**config.mk**
```make
export PLATFORM = sky130hd
export DESIGN_NAME = uart_line_status
export DESIGN_NICKNAME = d
export VERILOG_FILES = /design/src/rtl/uls_pkg.sv /design/src/rtl/uls_line_rx.sv /design/src/rtl/uls_rx_fifo.sv /design/src/rtl/uls_tx_hold.sv /design/src/rtl/uart_line_status.sv
export SDC_FILE = /design/constraint.sdc
export NUM_CORES = 1
export LEC_CHECK = 0
export BUFFER_PORTS_ARGS = -buffer_cell sky130_fd_sc_hd__clkbuf_2
export CAP_MARGIN = 10
export CELL_PAD_IN_SITES_DETAIL_PLACEMENT = 0
export CELL_PAD_IN_SITES_GLOBAL_PLACEMENT = 1
export CORE_ASPECT_RATIO = 0.7
export CORE_MARGIN = 1.5
export CORE_UTILIZATION = 30
export DETAILED_ROUTE_END_ITERATION = 6
export PLACE_DENSITY = 0.52
export SLEW_MARGIN = 10
export SYNTH_ARGS = -nofsm -noshare
export SYNTH_HDL_FRONTEND = slang
export SYNTH_SLANG_ARGS = --single-unit
```
**constraint.sdc**
```tcl
create_clock -name clk -period 3.14 [get_ports clk]
set_input_delay 0.157 -clock clk [delete_from_list [all_inputs] [get_ports clk]]
set_output_delay 0.157 -clock clk [all_outputs]
set_load 0.02 [all_outputs]
```
**src/rtl/uls_pkg.sv**
```systemverilog
package uls_pkg;

  typedef struct packed {
    logic brk;
    logic frm;
    logic par;
  } rx_tag_t;

  typedef struct packed {
    rx_tag_t    tag;
    logic [7:0] data;
  } rx_entry_t;

  // 2-of-3 vote of the mid-bit samples
  function automatic logic vote3(logic a, logic b, logic c);
    return (a & b) | (a & c) | (b & c);
  endfunction

  // bits arrive into the MSB end; shift the character down to bit 0
  function automatic logic [7:0] align_char(logic [7:0] sh, logic [1:0] len_code);
    return sh >> (2'd3 - len_code);
  endfunction

  // index of the final data bit for a length code (5 bits -> 4)
  function automatic logic [2:0] last_index(logic [1:0] len_code);
    return 3'd4 + {1'b0, len_code};
  endfunction

  function automatic logic [7:0] lsr_pack(logic thre, logic [2:0] errs,
                                          logic oe, logic dr);
    return {2'b00, thre, errs, oe, dr};
  endfunction

endpackage

```
**src/rtl/uls_line_rx.sv**
```systemverilog
module uls_line_rx
  import uls_pkg::*;
#(
  parameter int SYNC_STAGES = 2,
  parameter int OSR         = 16
) (
  input  logic      clk,
  input  logic      rst_n,
  input  logic      tick,
  input  logic      rxd,
  input  logic [1:0] len_code,
  input  logic      par_en,
  input  logic      par_odd,
  output logic      push,
  output rx_entry_t push_entry
);
  localparam int CW = $clog2(OSR);
  localparam logic [CW-1:0] MID  = CW'(OSR / 2);
  localparam logic [CW-1:0] PRE1 = CW'(OSR / 2 - 2);
  localparam logic [CW-1:0] PRE2 = CW'(OSR / 2 - 1);
  localparam logic [CW-1:0] LAST = CW'(OSR - 1);

  typedef enum logic [2:0] {
    S_IDLE, S_START, S_DATA, S_PAR, S_STOP, S_BRKW
  } rx_state_t;

  logic [SYNC_STAGES-1:0] sync_q;
  logic                   rx_s;
  rx_state_t              state;
  logic [CW-1:0]          cnt;
  logic [1:0]             samp;
  logic [7:0]             shreg;
  logic [2:0]             bit_idx;
  logic                   any_one, par_acc, par_bad;
  logic                   bit_now, is_brk;

  always_ff @(posedge clk or negedge rst_n) begin
    if (!rst_n) sync_q <= '1;
    else        sync_q <= {sync_q[SYNC_STAGES-2:0], rxd};
  end
  assign rx_s = sync_q[SYNC_STAGES-1];

  assign bit_now = vote3(samp[1], samp[0], rx_s);
  assign is_brk  = !bit_now && !any_one;
  assign push    = tick && (state == S_STOP) && (cnt == MID);

  always_comb begin
    if (is_brk) begin
      push_entry.data = 8'h00;
      push_entry.tag  = '{brk: 1'b1, frm: 1'b0, par: 1'b0};
    end else begin
      push_entry.data = align_char(shreg, len_code);
      push_entry.tag  = '{brk: 1'b0, frm: !bit_now, par: par_bad};
    end
  end

  always_ff @(posedge clk or negedge rst_n) begin
    if (!rst_n) begin
      state   <= S_IDLE;
      cnt     <= '0;
      samp    <= 2'b11;
      shreg   <= '0;
      bit_idx <= '0;
      any_one <= 1'b0;
      par_acc <= 1'b0;
      par_bad <= 1'b0;
    end else if (tick) begin
      unique case (state)
        S_IDLE: if (!rx_s) begin
          state   <= S_START;
          cnt     <= '0;
          shreg   <= '0;
          bit_idx <= '0;
          any_one <= 1'b0;
          par_acc <= 1'b0;
          par_bad <= 1'b0;
        end
        S_BRKW: if (rx_s) state <= S_IDLE;
        default: begin
          cnt <= cnt + 1'b1;
          if (cnt == PRE1 || cnt == PRE2) samp <= {samp[0], rx_s};
          case (state)
            S_START: begin
              if (cnt == MID && bit_now) state <= S_IDLE;
              else if (cnt == LAST)     state <= S_DATA;
            end
            S_DATA: begin
              if (cnt == MID) begin
                shreg   <= {bit_now, shreg[7:1]};
                any_one <= any_one | bit_now;
                par_acc <= par_acc ^ bit_now;
              end
              if (cnt == LAST) begin
                if (bit_idx == last_index(len_code)) state <= par_en ? S_PAR : S_STOP;
                else bit_idx <= bit_idx + 1'b1;
              end
            end
            S_PAR: begin
              if (cnt == MID) begin
                any_one <= any_one | bit_now;
                par_bad <= bit_now != (par_acc ^ par_odd);
              end
              if (cnt == LAST) state <= S_STOP;
            end
            S_STOP: if (cnt == MID) state <= is_brk ? S_BRKW : S_IDLE;
            default: ;
          endcase
        end
      endcase
    end
  end

  // a stop decision is a single tick; two characters never complete back to back
  a_r2_push_spaced: assert property (@(posedge clk) disable iff (!rst_n)
    push |=> !push);

  // parity tag only exists while parity checking is on
  a_r4_par_gate: assert property (@(posedge clk) disable iff (!rst_n)
    (push && !par_en) |-> !push_entry.tag.par);

endmodule

```
**src/rtl/uls_rx_fifo.sv**
```systemverilog
module uls_rx_fifo #(
  parameter int WIDTH = 11,
  parameter int DEPTH = 16
) (
  input  logic                     clk,
  input  logic                     rst_n,
  input  logic                     cap_one,
  input  logic                     push,
  input  logic [WIDTH-1:0]         wdata,
  input  logic                     pop,
  output logic [WIDTH-1:0]         head,
  output logic                     empty,
  output logic                     full,
  output logic [$clog2(DEPTH)-1:0] rd_ptr
);
  localparam int PW = $clog2(DEPTH);
  localparam int CW = $clog2(DEPTH + 1);
  localparam logic [PW-1:0] PMAX = PW'(DEPTH - 1);

  logic [WIDTH-1:0] mem [DEPTH];
  logic [PW-1:0]    wr_ptr;
  logic [CW-1:0]    count;
  logic             push_ok, pop_ok;

  function automatic logic [PW-1:0] bump(logic [PW-1:0] p);
    return (p == PMAX) ? '0 : p + 1'b1;
  endfunction

  assign empty   = (count == '0);
  assign full    = cap_one ? !empty : (count == CW'(DEPTH));
  assign push_ok = push && !full;
  assign pop_ok  = pop && !empty;
  assign head    = empty ? '0 : mem[rd_ptr];

  always_ff @(posedge clk) begin
    if (push_ok) mem[wr_ptr] <= wdata;
  end

  always_ff @(posedge clk or negedge rst_n) begin
    if (!rst_n) begin
      wr_ptr <= '0;
      rd_ptr <= '0;
      count  <= '0;
    end else begin
      if (push_ok) wr_ptr <= bump(wr_ptr);
      if (pop_ok)  rd_ptr <= bump(rd_ptr);
      count <= count + CW'(push_ok) - CW'(pop_ok);
    end
  end

  // occupancy never exceeds the storage
  a_r9_no_overflow: assert property (@(posedge clk) disable iff (!rst_n)
    count <= CW'(DEPTH));

  // a pop on an empty queue leaves it empty
  a_r12_empty_pop: assert property (@(posedge clk) disable iff (!rst_n)
    (empty && pop && !push) |=> empty);

endmodule

```
**src/rtl/uls_tx_hold.sv**
```systemverilog
module uls_tx_hold #(
  parameter int DEPTH = 16
) (
  input  logic clk,
  input  logic rst_n,
  input  logic cap_one,
  input  logic wr,
  input  logic load,
  output logic thre
);
  localparam int CW = $clog2(DEPTH + 1);

  logic [CW-1:0] cnt;
  logic          room, take;

  assign room = cap_one ? (cnt == '0) : (cnt != CW'(DEPTH));
  assign take = load && (cnt != '0);
  assign thre = (cnt == '0);

  always_ff @(posedge clk or negedge rst_n) begin
    if (!rst_n) cnt <= '0;
    else        cnt <= cnt + CW'(wr && room) - CW'(take);
  end

  // an accepted write always leaves a byte waiting
  a_r10_write_clears: assert property (@(posedge clk) disable iff (!rst_n)
    (wr && room) |=> !thre);

  a_r10_bound: assert property (@(posedge clk) disable iff (!rst_n)
    cnt <= CW'(DEPTH));

endmodule

```
**src/rtl/uart_line_status.sv**
```systemverilog
module uart_line_status
  import uls_pkg::*;
#(
  parameter int RX_DEPTH    = 16,
  parameter int TX_DEPTH    = 16,
  parameter int OSR         = 16,
  parameter int SYNC_STAGES = 2
) (
  input  logic       clk,
  input  logic       rst_n,
  input  logic       sample_tick,
  input  logic       rxd,
  input  logic       cfg_fifo_en,
  input  logic [1:0] cfg_len,
  input  logic       cfg_par_en,
  input  logic       cfg_par_odd,
  input  logic       rx_rd,
  output logic [7:0] rx_data,
  input  logic       lsr_rd,
  output logic [7:0] lsr_out,
  input  logic       thr_wr,
  input  logic       tsr_load,
  input  logic       thre_irq_en,
  output logic       thre_irq
);
  localparam int EW = $bits(rx_entry_t);
  localparam int PW = $clog2(RX_DEPTH);

  logic            rx_push, rx_empty, rx_full, thre;
  rx_entry_t       push_entry, head_e;
  logic [EW-1:0]   head_raw;
  logic [PW-1:0]   rd_ptr;
  logic [PW:0]     head_key, head_key_q;
  logic            head_new, ovf_evt;
  logic [2:0]      err_q;
  logic            oe_q;

  uls_line_rx #(.SYNC_STAGES(SYNC_STAGES), .OSR(OSR)) u_line (
    .clk(clk), .rst_n(rst_n), .tick(sample_tick), .rxd(rxd),
    .len_code(cfg_len), .par_en(cfg_par_en), .par_odd(cfg_par_odd),
    .push(rx_push), .push_entry(push_entry)
  );

  uls_rx_fifo #(.WIDTH(EW), .DEPTH(RX_DEPTH)) u_rxq (
    .clk(clk), .rst_n(rst_n), .cap_one(!cfg_fifo_en),
    .push(rx_push), .wdata(push_entry), .pop(rx_rd),
    .head(head_raw), .empty(rx_empty), .full(rx_full), .rd_ptr(rd_ptr)
  );

  uls_tx_hold #(.DEPTH(TX_DEPTH)) u_txh (
    .clk(clk), .rst_n(rst_n), .cap_one(!cfg_fifo_en),
    .wr(thr_wr), .load(tsr_load), .thre(thre)
  );

  assign head_e   = rx_entry_t'(head_raw);
  assign head_key = {rx_empty, rd_ptr};
  assign head_new = !rx_empty && (head_key != head_key_q);
  assign ovf_evt  = rx_push && rx_full;

  always_ff @(posedge clk or negedge rst_n) begin
    if (!rst_n) begin
      head_key_q <= {1'b1, {PW{1'b0}}};
      err_q      <= '0;
      oe_q       <= 1'b0;
    end else begin
      head_key_q <= head_key;
      err_q      <= (lsr_rd ? 3'b000 : err_q) | (head_new ? head_e.tag : 3'b000);
      oe_q       <= (lsr_rd ? 1'b0 : oe_q) | ovf_evt;
    end
  end

  assign rx_data  = head_e.data;
  assign lsr_out  = lsr_pack(thre, err_q, oe_q, !rx_empty);
  assign thre_irq = thre_irq_en && thre;

  // a dropped character shows as overrun
  a_r9_oe_set: assert property (@(posedge clk) disable iff (!rst_n)
    ovf_evt |=> lsr_out[1]);

  // a read with no new overrun clears the bit
  a_r8_oe_clear: assert property (@(posedge clk) disable iff (!rst_n)
    (lsr_rd && !ovf_evt) |=> !lsr_out[1]);

  // error bits rise only in the cycle after a new head appears
  a_r7_rise_on_head: assert property (@(posedge clk) disable iff (!rst_n)
    (|(lsr_out[4:2] & ~$past(lsr_out[4:2]))) |-> $past(head_new));

  // a status read alone does not move holding-empty
  a_r10_read_ignored: assert property (@(posedge clk) disable iff (!rst_n)
    (lsr_rd && !thr_wr && !tsr_load) |=> $stable(lsr_out[5]));

endmodule

```
==> impl_results.md <==
- Status: complete, no violations
- # Post-CTS Setup Buffers: 0
- Worst setup SP type: register
- Crit path kind: reg2out
- Port-buffer cells: 28
- Peak VDD IR: 0.0003796 V
- #FFs+latches synth: 228
- Diode count: 0
- Clock Latency Late Sink: 0.52 ns
- Worst-path fanout max: 19
- Setup repair after global routing missed its margin: false
- Distinct cell type count after synthesis: 61
- Vias: 5410
- Fmax: 0.3346 GHz
- Mapped Avg Cell Area: 16.36 um^2
- Initial core utilization: 30.75%
- Pin count of the biggest net entering global routing: 51
- Final antenna-violating net count: 0
- Die height: 155.8 um
- Worst min path class: in2reg
- Top cells by area, synth: edfxtp_1 (53%), dfrtp_1 (12%), mux4_2 (10%), ha_1 (2.6%), a211oi_1 (2.0%)
- Nets: 708
- Worst path max stage delay: 0.69 ns
- Ports: 31
- Layout cell share with drive strength beyond 1: 24.82%
- Core Rows: 55
- Dpl hpwl: 14770 um
- Overflow after GRT: 0
- Post-route DRC: 0
- Total GRT Usage: 13.30%
- H-tree levels: 1
- Required @ worst endpoint: 2.98 ns
- Worst slew pin tran: 1.163 ns
- Final setup viols: 0
- GP Congestion: 0.7552
- Skew final: 0.009930 ns
- Area grow syn2layout: 16.26%
- Placed Cells incl. Taps: 1067
- Routed len/inst: 19.97 um
- CP top delay family: flip-flops
- Num CTS Buffers: 24
- Data arrival, critical path: 2.83 ns
- First-pass GRT wire length: 34780 um
- CTS tree: yes
- Initial DRC Count: 318
- Synthesized area: 10010 um^2
- Rel. slew slack: 22.48%
- Final Hold Violating Endpoints: 0
- CP endpoint kind: output pin
- Root Driver: clkbuf_16
- DP Area: 10760 um^2
- Count leader, synth: edfxtp_1
- Drt first pass iters: 4
- Synth area leader: edfxtp_1
- Area share of the largest cell type after synthesis: 52.80%
- Clock Tree Buf Depth: 3
- Worst path bufs/invs: 1
- Max-slew violations: 0
- Sequential cell area fraction in the yosys report: 65.86%
- Ys Warns: 0
- Final wirelength: 22290 um
- # clock sinks: 228
- Top cells by count, synth: edfxtp_1 (176), dfrtp_1 (47), mux4_2 (45), inv_1 (36), a211oi_1 (27)
- Die area: 34490 um^2
- Post-Syn Instances: 612
- Final period util: 95.19%
- Post-synth top flop: edfxtp_1
- Setup tns final: 0 ns
- Power Density: 788.5 nW/um^2
- Post-layout min period: 2.989 ns
- Initial antenna violation count: 0
- Via/cell ratio: 4.848
- Die X: 221.3 um
- Leakage power: 4.051 nW
- Post-synth EDFFs: 176
- Critical-path cell list: mux4_2 > nor2b_1 > a211oi_1 > a211oi_1 > clkbuf_2
- Core ar.: 32550 um^2
- Number of global-route vias before repair: 5689
- CP max stage cell: dfrtp_4
- Most frequent CP cell: a211oi_1
- Final cell area excluding filler cells: 11640 um^2
- MaxCap Viol Count: 0
- Fraction of registers with async set/reset: 22.81%
- Reg clk slew, reported paths: 0.06 ns
- Final Non-Filler Cells: 1116
power breakdown:
group          total (mW)  switching [mW]  internal (mW)
Sequential           3.80           0.300           3.50
Combinational        2.45            1.36           1.09
Clock                2.92            1.15           1.78
Total                9.18            2.80           6.37
cells in the final DEF, fill, tap and decap left out, types with 4 or more instances in the layout:
cell type / instances
and4b_1: 4
or4_1: 5
o21ai_0: 18
buf_4: 31
nor2_1: 11
dlygate4sd3_1: 5
a211oi_1: 26
dfrtp_1: 44
clkbuf_16: 25
clkbuf_2: 28
clkinv_1: 4
ha_1: 21
o22ai_1: 7
clkbuf_1: 7
nor2b_1: 16
and2_1: 7
nand3_1: 6
nand2_1: 23
nor3_1: 5
mux4_2: 45
a21oi_1: 17
edfxtp_1: 176
a31oi_1: 4
nand2b_1: 4
mux2_2: 7
and4_1: 4
o31ai_1: 6
xnor2_1: 11
inv_1: 36
xor2_1: 8
mux2i_1: 16
dfstp_2: 5
metrics by stage:
step	power [mW]	hold WS [ns]	util (%)	setup WS (ns)
global route	9.653	0.06474	35.75	0.01310
finish	9.176	0.06063	35.75	0.1510
floorplan	5.546	-0.1386	-	0.1412
detailed placement	6.348	0.2530	33.05	0.2795
CTS	9.311	0.03915	35.72	0.06614
global placement	6.287	0.2539	33.05	0.3277
logic make-up after synthesis:
| group | count (synthesis) | share of synthesized area (%) |
|---|---|---|
| flip-flops | 228 | 65.86 |
| AND/OR/NAND/NOR | 107 | 6.863 |
| AO/OA/AOI/OAI | 95 | 6.500 |
| buffers and inverters | 70 | 3.425 |
| multiplexers | 68 | 12.51 |
| adder cells (fa/ha/maj) | 24 | 3.137 |
| XOR/XNOR | 19 | 1.663 |
| other | 1 | 0.03746 |
worst min-delay path: stages:
cell and delay [ns]:
clkbuf_2 0.13, a21oi_4 0.10, inv_1 0.08, o22ai_1 0.07
registers in the layout (all words and copies together), names as in the netlist, 2 cells and up:
register and flops:
err_q 3, head_key_q 5, u_line.shreg 8, u_rxq.rd_ptr 4, u_line.state 3, u_line.cnt 4, u_txh.cnt 5, u_line.sync_q 2
u_rxq.mem 176, u_line.samp 2, u_rxq.wr_ptr 4, u_line.bit_idx 3, u_rxq.count 5
layer usage:
metal / track usage, % / part of all wire [%] / wire length [um] / vias up
met5: 0 / 0 / 0 / -
met4: 2.726 / 1.5 / 340 / 0
met3: 2.241 / 3.7 / 828 / 25
met2: 19.86 / 43 / 9649 / 81
met1: 20.21 / 51 / 11470 / 2801
li1: - / - / - / 2503
final cells by class:
class	instances	area, um^2
fillers	3091	20910
flip-flops and latches	228	6599
multi-input cells	315	3095
clock buffers	35	693.2
well taps	427	534.3
repair buffers	65	442.9
inverters	37	151.4
clock inverters	9	121.4
path summary, 6_finish.rpt:
| path | startpoint | endpoint | slack [ns] | cells past startpoint |
|---|---|---|---|---|
| min in group asynchronous | rst_n | u_line.shreg[4]$_DFFE_PN0P_ | 0.29 | 2 |
| setup reg to reg | u_rxq.count[3]$_DFF_PN0_ | u_rxq.count[4]$_DFF_PN0_ | 0.27 | 13 |
| hold reg to reg | u_line.sync_q[0]$_DFF_PN1_ | u_line.sync_q[1]$_DFF_PN1_ | 0.36 | 0 |
| max in group asynchronous | rst_n | head_key_q[4]$_DFF_PN1_ | 2.05 | 3 |
| setup / recovery | u_rxq.rd_ptr[0]$_DFFE_PN0P_ | rx_data[0] | 0.15 | 5 |
| hold / removal | cfg_fifo_en | oe_q$_DFF_PN0_ | 0.06 | 4 |
repair_timing:
item,4_1_cts,5_1_grt
setup endpoints to repair,7,1
endpoints found under the hold margin,37,0
hold buffers,5,0
cloned,0,0
resized for setup,2,1
No activity file was read; power rests on OpenSTA's default activity.
